===== src/rtl/cam_load_pkg.sv =====
// Shared types for the address-filter load sequencer.
package cam_load_pkg;
    typedef enum logic {
        ST_IDLE  = 1'b0,
        ST_FETCH = 1'b1
    } cl_state_t;

    typedef enum logic [1:0] {
        SEL_UPPER = 2'd0,
        SEL_PTR   = 2'd1,
        SEL_CNT   = 2'd2,
        SEL_NONE  = 2'd3
    } cl_sel_t;
endpackage


===== src/rtl/cl_regs.sv =====
// Address and count registers of the load sequencer.
// Holds the upper address, the descriptor pointer (bit 0 forced to zero)
// and the descriptor count. Software writes are refused while locked.
// Assumes step pulses arrive only while locked.
module cl_regs #(
    parameter int WORD_W = 16,
    parameter int CNT_W  = 5
) (
    input  logic              clk,
    input  logic              rst_n,
    input  logic              cfg_wr_en,
    input  logic [1:0]        cfg_sel,
    input  logic [WORD_W-1:0] cfg_wdata,
    input  logic              lock,
    input  logic              ptr_step,
    input  logic              cnt_step,
    output logic [WORD_W-1:0] upper,
    output logic [WORD_W-1:0] ptr,
    output logic [CNT_W-1:0]  cnt
);
    import cam_load_pkg::*;

    localparam logic [WORD_W-1:0] PTR_INC = WORD_W'(2);

    logic wr_ok;
    assign wr_ok = cfg_wr_en && !lock;

    // Upper address register: software-loaded only.
    always_ff @(posedge clk) begin
        if (!rst_n)
            upper <= '0;
        else if (wr_ok && cfg_sel == SEL_UPPER)
            upper <= cfg_wdata;
    end

    // Descriptor pointer: software load, or one word step per accepted read.
    always_ff @(posedge clk) begin
        if (!rst_n)
            ptr <= '0;
        else if (wr_ok && cfg_sel == SEL_PTR)
            ptr <= {cfg_wdata[WORD_W-1:1], 1'b0};
        else if (ptr_step)
            ptr <= ptr + PTR_INC;
    end

    // Descriptor count: software load, or decrement per completed descriptor.
    always_ff @(posedge clk) begin
        if (!rst_n)
            cnt <= '0;
        else if (wr_ok && cfg_sel == SEL_CNT)
            cnt <= cfg_wdata[CNT_W-1:0];
        else if (cnt_step)
            cnt <= cnt - CNT_W'(1);
    end
endmodule


===== src/rtl/cl_ctrl.sv =====
// Fetch controller of the load sequencer.
// Walks the descriptor fields, gathers the address words and raises the
// filter-write, mask-write and done pulses. Assumes mem_rdata is valid
// in any cycle where mem_req and mem_ack are both high.
module cl_ctrl #(
    parameter int WORD_W     = 16,
    parameter int IDX_W      = 4,
    parameter int ADDR_WORDS = 3
) (
    input  logic                         clk,
    input  logic                         rst_n,
    input  logic                         start,
    input  logic                         cnt_zero,
    input  logic                         mem_ack,
    input  logic [WORD_W-1:0]            mem_rdata,
    output logic                         mem_req,
    output logic                         busy,
    output logic                         done,
    output logic                         ptr_step,
    output logic                         cnt_step,
    output logic                         flt_wr,
    output logic [IDX_W-1:0]             flt_idx,
    output logic [ADDR_WORDS*WORD_W-1:0] flt_word,
    output logic                         mask_wr,
    output logic [WORD_W-1:0]            mask_data
);
    import cam_load_pkg::*;

    localparam int FIELDS = ADDR_WORDS + 1;
    localparam int FLD_W  = $clog2(FIELDS);
    localparam logic [FLD_W-1:0] FLD_LAST = FLD_W'(FIELDS - 1);

    cl_state_t         state;
    logic [FLD_W-1:0]  fld;
    logic [WORD_W-1:0] words [ADDR_WORDS];
    logic              take;

    assign mem_req  = (state == ST_FETCH);
    assign busy     = mem_req;
    assign take     = mem_req && mem_ack;
    assign ptr_step = take;
    assign cnt_step = take && !cnt_zero && (fld == FLD_LAST);

    // Pack the gathered address words, lowest word at the bottom.
    for (genvar g = 0; g < ADDR_WORDS; g++) begin : g_pack
        assign flt_word[g*WORD_W +: WORD_W] = words[g];
    end

    // Sequencing state, field counter and one-cycle result pulses.
    always_ff @(posedge clk) begin
        if (!rst_n) begin
            state   <= ST_IDLE;
            fld     <= '0;
            flt_wr  <= 1'b0;
            mask_wr <= 1'b0;
            done    <= 1'b0;
        end else begin
            flt_wr  <= 1'b0;
            mask_wr <= 1'b0;
            done    <= 1'b0;
            case (state)
                ST_IDLE: begin
                    if (start) begin
                        state <= ST_FETCH;
                        fld   <= '0;
                    end
                end
                ST_FETCH: begin
                    if (mem_ack) begin
                        if (cnt_zero) begin
                            mask_wr <= 1'b1;
                            done    <= 1'b1;
                            state   <= ST_IDLE;
                        end else if (fld == FLD_LAST) begin
                            flt_wr <= 1'b1;
                            fld    <= '0;
                        end else begin
                            fld <= fld + FLD_W'(1);
                        end
                    end
                end
                default: state <= ST_IDLE;
            endcase
        end
    end

    // Data capture: slot select, address words and the trailing mask.
    always_ff @(posedge clk) begin
        if (!rst_n) begin
            flt_idx   <= '0;
            mask_data <= '0;
            for (int i = 0; i < ADDR_WORDS; i++) words[i] <= '0;
        end else if (take) begin
            if (cnt_zero)
                mask_data <= mem_rdata;
            else if (fld == '0)
                flt_idx <= mem_rdata[IDX_W-1:0];
            else
                words[fld - FLD_W'(1)] <= mem_rdata;
        end
    end
endmodule


===== src/rtl/cam_load_seq.sv =====
// Top of the address-filter load sequencer.
// Joins the register file and the fetch controller and forms the 32-bit
// read address from the upper address and the pointer. Assumes the
// memory side holds mem_rdata valid with mem_ack.
module cam_load_seq #(
    parameter int WORD_W     = 16,
    parameter int CNT_W      = 5,
    parameter int IDX_W      = 4,
    parameter int ADDR_WORDS = 3
) (
    input  logic                         clk,
    input  logic                         rst_n,
    input  logic                         cfg_wr_en,
    input  logic [1:0]                   cfg_sel,
    input  logic [WORD_W-1:0]            cfg_wdata,
    input  logic                         start,
    output logic [WORD_W-1:0]            upper_addr,
    output logic [WORD_W-1:0]            desc_ptr,
    output logic [CNT_W-1:0]             desc_cnt,
    output logic                         busy,
    output logic                         done,
    output logic                         mem_req,
    output logic [2*WORD_W-1:0]          mem_addr,
    input  logic                         mem_ack,
    input  logic [WORD_W-1:0]            mem_rdata,
    output logic                         flt_wr,
    output logic [IDX_W-1:0]             flt_idx,
    output logic [ADDR_WORDS*WORD_W-1:0] flt_word,
    output logic                         mask_wr,
    output logic [WORD_W-1:0]            mask_data
);
    logic ptr_step;
    logic cnt_step;
    logic cnt_zero;

    assign cnt_zero = (desc_cnt == '0);
    assign mem_addr = {upper_addr, desc_ptr};

    cl_regs #(.WORD_W(WORD_W), .CNT_W(CNT_W)) u_regs (
        .clk       (clk),
        .rst_n     (rst_n),
        .cfg_wr_en (cfg_wr_en),
        .cfg_sel   (cfg_sel),
        .cfg_wdata (cfg_wdata),
        .lock      (busy),
        .ptr_step  (ptr_step),
        .cnt_step  (cnt_step),
        .upper     (upper_addr),
        .ptr       (desc_ptr),
        .cnt       (desc_cnt)
    );

    cl_ctrl #(.WORD_W(WORD_W), .IDX_W(IDX_W), .ADDR_WORDS(ADDR_WORDS)) u_ctrl (
        .clk       (clk),
        .rst_n     (rst_n),
        .start     (start),
        .cnt_zero  (cnt_zero),
        .mem_ack   (mem_ack),
        .mem_rdata (mem_rdata),
        .mem_req   (mem_req),
        .busy      (busy),
        .done      (done),
        .ptr_step  (ptr_step),
        .cnt_step  (cnt_step),
        .flt_wr    (flt_wr),
        .flt_idx   (flt_idx),
        .flt_word  (flt_word),
        .mask_wr   (mask_wr),
        .mask_data (mask_data)
    );
endmodule


===== config.mk =====
export PLATFORM = sky130hd
export DESIGN_NAME = cam_load_seq
export DESIGN_NICKNAME = d
export VERILOG_FILES = /design/src/rtl/cam_load_pkg.sv /design/src/rtl/cl_regs.sv /design/src/rtl/cl_ctrl.sv /design/src/rtl/cam_load_seq.sv
export SDC_FILE = /design/constraint.sdc
export NUM_CORES = 1
export LEC_CHECK = 0
export ABC_AREA = 1
export BUFFER_PORTS_ARGS = -buffer_cell sky130_fd_sc_hd__buf_2
export CELL_PAD_IN_SITES_DETAIL_PLACEMENT = 0
export CELL_PAD_IN_SITES_GLOBAL_PLACEMENT = 1
export CORE_UTILIZATION = 36
export DETAILED_ROUTE_END_ITERATION = 8
export GPL_ROUTABILITY_DRIVEN = 0
export HOLD_SLACK_MARGIN = 0.02
export PLACE_DENSITY_LB_ADDON = 0.1
export SYNTH_ARGS = -nofsm -noshare
export SYNTH_HDL_FRONTEND = slang
export SYNTH_HIERARCHICAL = 1
export SYNTH_SLANG_ARGS = --single-unit

===== constraint.sdc =====
create_clock -name clk -period 2.4 [get_ports clk]
set_input_delay 0.6 -clock clk [delete_from_list [all_inputs] [get_ports clk]]
set_output_delay 0.6 -clock clk [all_outputs]
set_load 0.02 [all_outputs]

==> results of run 1 <==
## state kept, by name, summed over array words and instances, names as in the netlist
name and flops:
u_ctrl/mask_wr 1, u_ctrl/words 48, u_ctrl/flt_wr 1, u_ctrl/flt_idx 4, u_ctrl/mask_data 16, u_ctrl/fld 2
u_regs/ptr 15, u_regs/cnt 5, u_regs/upper 16, u_ctrl/busy 1
## cell type report
cell class | instances | area (sq um)
inverter | 78 | 292.8
clock inverter | 7 | 55.05
fill | 1374 | 7320
timing repair buffer | 186 | 950.9
tap | 176 | 220.2
clock buffer | 9 | 225.2
sequential | 109 | 2663
multi-input combinational | 306 | 1569
## cell families (layout without fill, tap and decap cells)
| logic type | Yosys count | count (layout) | synth area share (%) |
|---|---|---|---|
| DFF | 109 | 109 | 54.22 |
| buffers and inverters | 129 | 280 | 13.83 |
| xor gates and xnor gates | 9 | 9 | 1.605 |
| AOI/OAI and AO/OA | 83 | 83 | 9.274 |
| adders and majority gates | 6 | 6 | 1.529 |
| other | 1 | 1 | 0.07636 |
| and+or+nand+nor | 207 | 207 | 19.47 |
## power by group through the flow
stage / clock network [mW] / registers, mW / logic, mW
floorplan: 0 / 2.17 / 0.242
global placement: 0 / 2.09 / 0.471
detailed placement: 0 / 2.09 / 0.471
CTS: 1.47 / 2.05 / 0.472
global route: 1.55 / 2.06 / 0.509
finish: 1.44 / 2.05 / 0.467
## synthesized netlist by cell type
library cell / count
sky130_fd_sc_hd__o21ai_1: 1
sky130_fd_sc_hd__edfxtp_1: 48
sky130_fd_sc_hd__nor2_4: 3
sky130_fd_sc_hd__inv_1: 75
sky130_fd_sc_hd__nand2_4: 1
sky130_fd_sc_hd__nand4_1: 4
sky130_fd_sc_hd__ha_1: 6
sky130_fd_sc_hd__xor2_1: 7
sky130_fd_sc_hd__clkbuf_2: 1
sky130_fd_sc_hd__xnor2_1: 2
sky130_fd_sc_hd__o22ai_1: 10
sky130_fd_sc_hd__inv_2: 3
sky130_fd_sc_hd__nand4_4: 3
sky130_fd_sc_hd__nand2_2: 3
sky130_fd_sc_hd__dfxtp_1: 61
sky130_fd_sc_hd__buf_4: 35
sky130_fd_sc_hd__o211a_1: 1
sky130_fd_sc_hd__nand3_1: 32
sky130_fd_sc_hd__nor3_1: 4
sky130_fd_sc_hd__nand3_2: 3
sky130_fd_sc_hd__nor2_1: 91
sky130_fd_sc_hd__nor2_2: 6
sky130_fd_sc_hd__buf_6: 8
sky130_fd_sc_hd__conb_1: 1
sky130_fd_sc_hd__buf_1: 1
sky130_fd_sc_hd__a21oi_1: 22
sky130_fd_sc_hd__clkbuf_1: 4
sky130_fd_sc_hd__nand2_1: 57
sky130_fd_sc_hd__buf_2: 2
sky130_fd_sc_hd__a31oi_1: 3
sky130_fd_sc_hd__a21oi_2: 3
sky130_fd_sc_hd__a211oi_2: 1
sky130_fd_sc_hd__o21ai_0: 42
## layer usage
metal / global-route usage, % / vias up / part of all wire (%)
met5: 0 / - / 0
met4: 6.408 / 0 / 1.2
met3: 2.799 / 11 / 4.4
met2: 28.33 / 127 / 46
met1: 24.68 / 1868 / 48
li1: - / 2015 / -
## stage by stage
step	hold WS, ps	total power [mW]	setup WS (ps)
2_1_floorplan	490.5	2.416	410.0
3_3_place_gp	461.5	2.563	397.3
3_5_place_dp	473.9	2.566	356.9
4_1_cts	476.2	3.998	491.4
5_1_grt	482.6	4.119	287.5
6_report	488.3	3.960	521.8
## worst max-delay path, delay by kind of cell (launching register included)
family / cells / cell delay [ps]
AOI/OAI and AO/OA: 1 / 330
and+or+nand+nor: 4 / 1100
DFF: 1 / 350
## worst max path at each step
stage | from | to | slack, ps | cells past startpoint
after global routing | u_regs/cnt[4] | u_ctrl/mask_data[7] | 290 | 5
after CTS | u_regs/cnt[4] | u_ctrl/mask_data[4] | 490 | 5
after detailed placement | rst_n | u_ctrl/mask_data[4] | 360 | 3
after floorplan | u_ctrl/busy | u_ctrl/words[0][0] | 410 | 5
final | u_regs/cnt[4] | u_ctrl/mask_data[4] | 520 | 5
after global placement | rst_n | u_ctrl/mask_data[2] | 400 | 3
==> results.md, run 1 <==
- The synthesized netlist cell count is 544.
- The data required time of the critical path is 2660 ps.
- The worst hold path was traced through 3 stages.
- The worst setup path is launched from a register.
- The total number of clock tree sinks is 109.
- The worst-case vdd ir drop is 0.2788 mV.
- The synthesized netlist contains 33 unique library cells.
- The worst endpoint data arrival time is 2140 ps.
- In the post-synthesis netlist, the biggest area contributors are sky130_fd_sc_hd__edfxtp_1 29%, sky130_fd_sc_hd__dfxtp_1 25%, sky130_fd_sc_hd__nor2_1 7.0%, sky130_fd_sc_hd__inv_1 5.7%, sky130_fd_sc_hd__buf_4 5.4%.
- The final core utilization is 44.95%.
- The hold-fix buffer count after cts is 0.
- In the layout the commonest cells are 178 x sky130_fd_sc_hd__buf_2, 91 x sky130_fd_sc_hd__nor2_1, 75 x sky130_fd_sc_hd__inv_1, 61 x sky130_fd_sc_hd__dfxtp_1, 57 x sky130_fd_sc_hd__nand2_1.
- After layout, the worst path uses 78.26% of the clock period.
- The hold path startpoint is mem_rdata[0].
- The detailed router finished its first iteration with 225 violations.
- For this run, design rule violations remaining after detail routing come to 0.
- The cell area after layout is 5976 sq um.
- Power spread over the standard cell area amounts to 662.7 nW/um^2.
- The clock passes through at most 2 buffers.
- The initial antenna violation count is 0.
- The die area is 14,110 sq um.
- The flow ran to the end, and the final reports show no timing, DRC or antenna violations.
- In this run the cell area measured after placement is 5695 sq um.
- The relative slew slack is 58.57%.
- The final net count is 735.
- The pre-antenna-repair detailed-routing pass consisted of 4 iterations.
- The pin slew with the least headroom to its limit is 620.0 ps.
- Leaving out filler cells and counting taps, the final layout contains 871.
- The total nets after synthesis is 589.
- In this run the worst hold path is classified as in -> reg.
- Global routing finished with a remaining overflow of 0.
- The number of global-route vias before repair is 3,607.
- The signal on the critical path passes through nor2_1 -> nand2_1 -> nor2_1 -> nand3_1 -> o21ai_0.
- The net switching fraction of the power is 27.71%.
- Summed over all nets, the switching power comes to 1.097 mW.
- Dividing the detail-routed wire length by the instance count gives 14.32 um.
- The fraction of power consumed by sequential logic is 51.8%.
- The leading area contributor after synthesis is sky130_fd_sc_hd__edfxtp_1.
- The internal power contribution is 2.863 mW.
- The cell that appears most often on the critical path is sky130_fd_sc_hd__nor2_1.
- The maximum number of pins on one net before global-route repair is 27.
- The clock period could shrink to 1878 ps.
- The worst-case reg-to-reg path depth is 5.
- The analysis attributes to cell leakage a power of 2.929 nW.
- Of the cells placed in the final design, the portion with a size suffix greater than 1 is 32.81%.
- The initial utilization of the core area, before any placement, comes to 36.94%.
- In this run the mean area of a mapped cell was 9.028 sq um.
- For this run, the slowest stage of the critical path takes 560 ps.
- The number of buffers created by CTS is 9.
- The slowest stage cell on the critical path is sky130_fd_sc_hd__nand3_1.
- In this run the core area contains 42 standard-cell rows.
- The endpoint class of the critical path is a register.
- For hold timing, the worst endpoint is u_ctrl/flt_idx[0].
- The routed layout has 4,021 vias.
- The clock network burns 36.4% of the power.
- The worst register-to-register path ends at u_ctrl/mask_data[4].
- Setup repair after global routing left no endpoint under its margin.
- The final hold violation count is 0.
- The buffer type at the clock tree root is sky130_fd_sc_hd__clkbuf_16.
- The most common cell after layout, fill and taps aside is sky130_fd_sc_hd__buf_2.
- The fraction of synthesized cell area taken by the top area cell type is 29.35%.
- The TritonCTS clock tree is built.
- The CTS H-tree depth is 3.
- Setup slack on the worst reg-to-reg path comes out at 520 ps.
- Setup violations remaining at the end of the flow were counted as 0.
- The class of the most critical setup path is reg -> reg.
- From synthesis to final layout, the design area changed by 21.68%.
- The die is 118.8 um wide.
- For this block, the routed nets add up to 12,470 um of wire.
- The synthesized design contains 109 register bits.
- The number of placed I/O pins is 181.
- Post-CTS repair changed the size of 0 cells.
- Buffers placed on the I/O ports in this run total 178.
- The number of diodes added for antenna fixing is 0.
- The worst-path maximum fanout is 17.
- The number of max-slew violations in the final report is 0.
- The worst-skew pair later-pin latency is 350 ps.
- The core region is 13,300 sq um.
- The placed wire-length estimate after detailed placement is 9103 um.
- After detailed routing, the number of vias per cell comes to 4.617.
- The post-placement cell count is 855.
- The overall track demand over capacity in global routing is 17.90%.
- Buffers added to address setup during post-CTS repair amount to 0.
- Based on the critical path, the design can be clocked at up to 532.4 MHz.
- The cell area after technology mapping is 4911 sq um.
- The final-layout setup total negative slack is 0 ps.
- In this run the remaining antenna-violating nets after routing total 0.
- The first global-routing pass estimated 19,460 um of wire.
- Combinational logic burns 11.8% of the power.
- The floorplan step set the die height to 118.8 um.
- The clock slew at the register clock pins of the worst setup and hold paths is 80 ps.
- The number of warning messages in the yosys log is 6.
- Across the run, the number of max-cap violations was 0.
- The worst setup skew after layout is 5.977 ps.
- In this run the critical register-to-register path is launched from u_regs/cnt[4].
- The sequential cell area fraction in the yosys report is 54.22%.
No activity file was read; power rests on OpenSTA's default activity.
==> inputs of run 2 (changes only) <==
clock period = 1.94 ns   (was 2.4 ns; I/O delays follow)
==> run 2 against run 1 <==
Compared with the run above: critical path depth increased by 1; global-route usage increased by 0.71 points; clock power rose by 22%; die area stayed put; largest cell class unchanged.
==> results.md, run 2 (same netlist as run 1, synthesis figures left out) <==
- The final hold violation count is 0.
- The largest registers in the layout are u_ctrl/words: 48 flops, u_ctrl/mask_data: 16 flops, u_regs/upper: 16 flops.
- The placed wire-length estimate after detailed placement is 9291 um.
- The final worst-path cycle share is 85.14%.
- The maximum clock insertion buffer count is 2.
- The number of global-route vias before repair was 3,796.
- The floorplan step defined a die boundary enclosing 14,110 sq um.
- The path category of the worst min-delay check is in -> reg.
- The worst-case vdd ir drop is 0.3685 mV.
- The worst reg-to-reg setup slack is 290 ps.
- Gates resized during post-CTS repair numbered 0.
- The tree is rooted in a sky130_fd_sc_hd__clkbuf_16.
- The cell family with the largest share of critical-path delay is buffers and inverters.
- The area growth from synthesis to layout is 23.59%.
- The first routing iteration left 282 violations.
- The pre-CTS worst setup slack is 290.5 ps.
- The number of endpoints failing setup at the final stage is 0.
- The most common cell after layout, fill and taps aside is sky130_fd_sc_hd__buf_2.
- In this run the most critical hold path is launched from start.
- For the pin with the worst max-slew slack, the measured transition is 575.9 ps.
- The worst path setup slack after routing is 288.2 ps.
- The critical path's most frequent cell is sky130_fd_sc_hd__inv_1.
- The type of element launching the critical path is a register.
- The total power per unit cell area is 807.8 nW/um^2.
- The remaining global-route overflow is 0.
- The number of search-and-repair iterations in the first detailed-routing pass is 4.
- The count of buffers inserted at the top-level ports is 178.
- For the worst flop-to-flop path, the logic depth is 6.
- The via density per instance is 4.603.
- The worst setup skew after layout is 7.374 ps.
- Data arrives at the worst endpoint at 1720 ps.
- In this run, CTS created clock tree buffers numbering 9.
- Across all layers, the routed design uses 4,037 vias.
- TritonCTS built the clock tree.
- The logic gate share of total power is 12.4%.
- For this run, the slowest stage of the critical path takes 410 ps.
- The number of flip-flops in the largest register is 48.
- The data required time of the critical path is 2010 ps.
- The antenna violation net count after detailed routing is 0.
- Based on the critical path, the design can be clocked at up to 605.4 MHz.
- The register with the most flip-flops is u_ctrl/words.
- The DRC violation count after routing is 0.
- The fraction of power consumed by sequential logic is 51.6%.
- Counting instances, the worst hold path has a depth of 2.
- The hold-fix buffer count after cts is 0.
- The x dimension of the die is 118.8 um.
- The number of diodes added for antenna fixing is 0.
- The slowest stage cell on the critical path is sky130_fd_sc_hd__dfxtp_1.
- The tool flagged a number of max-cap violations equal to 0.
- The net switching fraction of the power is 27.37%.
- The number of setup buffers added after CTS is 0.
- The routed design has 12,700 um of wire.
- The total number of clock tree sinks is 109.
- Dividing the detail-routed wire length by the instance count gives 14.48 um.
- The initial core utilization is 36.94%.
- In this run the tightest slew margin relative to its limit is 61.56%.
- The final core utilization is 45.65%.
- The number of max-slew violations in the final report was 0.
- The worst-path maximum fanout is 16.
- The leakage component of the power is 2.964 nW.
- The top cell types in the final layout, fill and taps aside, are 178 x sky130_fd_sc_hd__buf_2, 90 x sky130_fd_sc_hd__nor2_1, 75 x sky130_fd_sc_hd__inv_1, 61 x sky130_fd_sc_hd__dfxtp_1, 57 x sky130_fd_sc_hd__nand2_1.
- Setup repair after global routing left no endpoint under its margin.
- The site row count is 42.
- The internal power of the cells totals 3.561 mW.
- Entering global routing, the biggest net connects 27 pins.
- The worst path in the final design needs a cycle of 1652 ps, including I/O delays and setup.
- The class of the most critical setup path is reg -> reg.
- The total buffers and inverters traversed by the critical path is 3.
- The clock reaches the later pin of the worst-skew pair after 350 ps.
- The worst hold slack after final layout is 373.1 ps.
- The worst setup path is captured at a register.
- The number of placed I/O pins is 181.
- The power share of the clock group is 36.0%.
- The critical path goes through inv_1 -> ha_1 -> inv_1 -> nand4_4 -> nand2_1 -> buf_12.
- The worst register-to-register path ends at u_ctrl/words[2][13].
- The end of the worst hold path is u_ctrl/busy.
- Clock-pin slew was measured on the worst setup and hold paths at 70 ps.
- The floorplan step set the die height to 118.8 um.
- The flow ran to the end, and the final reports show no timing, DRC or antenna violations.
- The total area inside the core boundary comes to 13,300 sq um.
- The initial antenna violation count is 0.
- The startpoint of the worst-slack reg-to-reg timing path is u_ctrl/fld[0].
- Of the cells placed in the final design, the portion with a size suffix greater than 1 is 33.24%.
- The clock tree synthesis step divided the H-tree into 3 levels.
- The final net count is 741.
- The net load switching power is 1.342 mW.
- Global routing used 18.61% of the available tracks across all layers.
- The first global-routing pass estimated 20,230 um of wire.
-- run 2: cell count changes in the layout (fill, tap and decap cells not counted), sizes merged --
cell / before / now
clkinvlp: 1 / 2
inv: 82 / 80
buf: 186 / 192
clkinv: 2 / 1
clkbuf: 9 / 11
-- run 2: per-stage QoR --
stage | setup TNS, ps | power (mW) | instances | cell area, sq um
floorplan | -2400 | 2.989 | 544 | 4911
detailed placement | 0 | 3.197 | 861 | 5791
global placement | 0 | 3.194 | 861 | 5791
finish | 0 | 4.903 | 877 | 6070
global route | 0 | 5.121 | 877 | 6070
CTS | 0 | 4.971 | 877 | 6067
-- run 2: power by group through the flow --
stage / Sequential, mW / Combinational [mW] / Clock (mW)
finish: 2.53 / 0.607 / 1.76
global route: 2.54 / 0.663 / 1.91
CTS: 2.53 / 0.613 / 1.82
detailed placement: 2.59 / 0.611 / 0
global placement: 2.58 / 0.609 / 0
floorplan: 2.69 / 0.299 / 0
-- run 2: worst max-delay path by stage --
stage / start / slack (ps) / end / cells past startpoint
global route: u_regs/cnt[2] / 80 / u_regs/cnt[1] / 10
floorplan: u_ctrl/busy / -50 / u_ctrl/words[0][0] / 5
detailed placement: u_regs/cnt[2] / 290 / u_regs/cnt[4] / 11
global placement: u_regs/cnt[2] / 320 / u_regs/cnt[4] / 11
CTS: u_regs/cnt[2] / 270 / u_regs/cnt[4] / 11
finish: u_ctrl/fld[0] / 290 / u_ctrl/words[2][13] / 6
-- run 2: metal layers --
layer	up-vias	part of all wire, %	track usage [%]
met5	-	0	0
met4	0	1.6	6.804
met3	13	5.1	3.523
met2	123	46	29.42
met1	1876	47	25.22
li1	2025	-	-
-- run 2: final cells by class --
type / instances / area, sq um
Inverter: 78 / 292.8
Sequential cell: 109 / 2663
Fill cell: 1334 / 7226
Multi-Input combinational cell: 306 / 1572
Clock buffer: 11 / 232.7
Timing Repair Buffer: 192 / 1046
Tap cell: 176 / 220.2
Clock inverter: 5 / 43.79
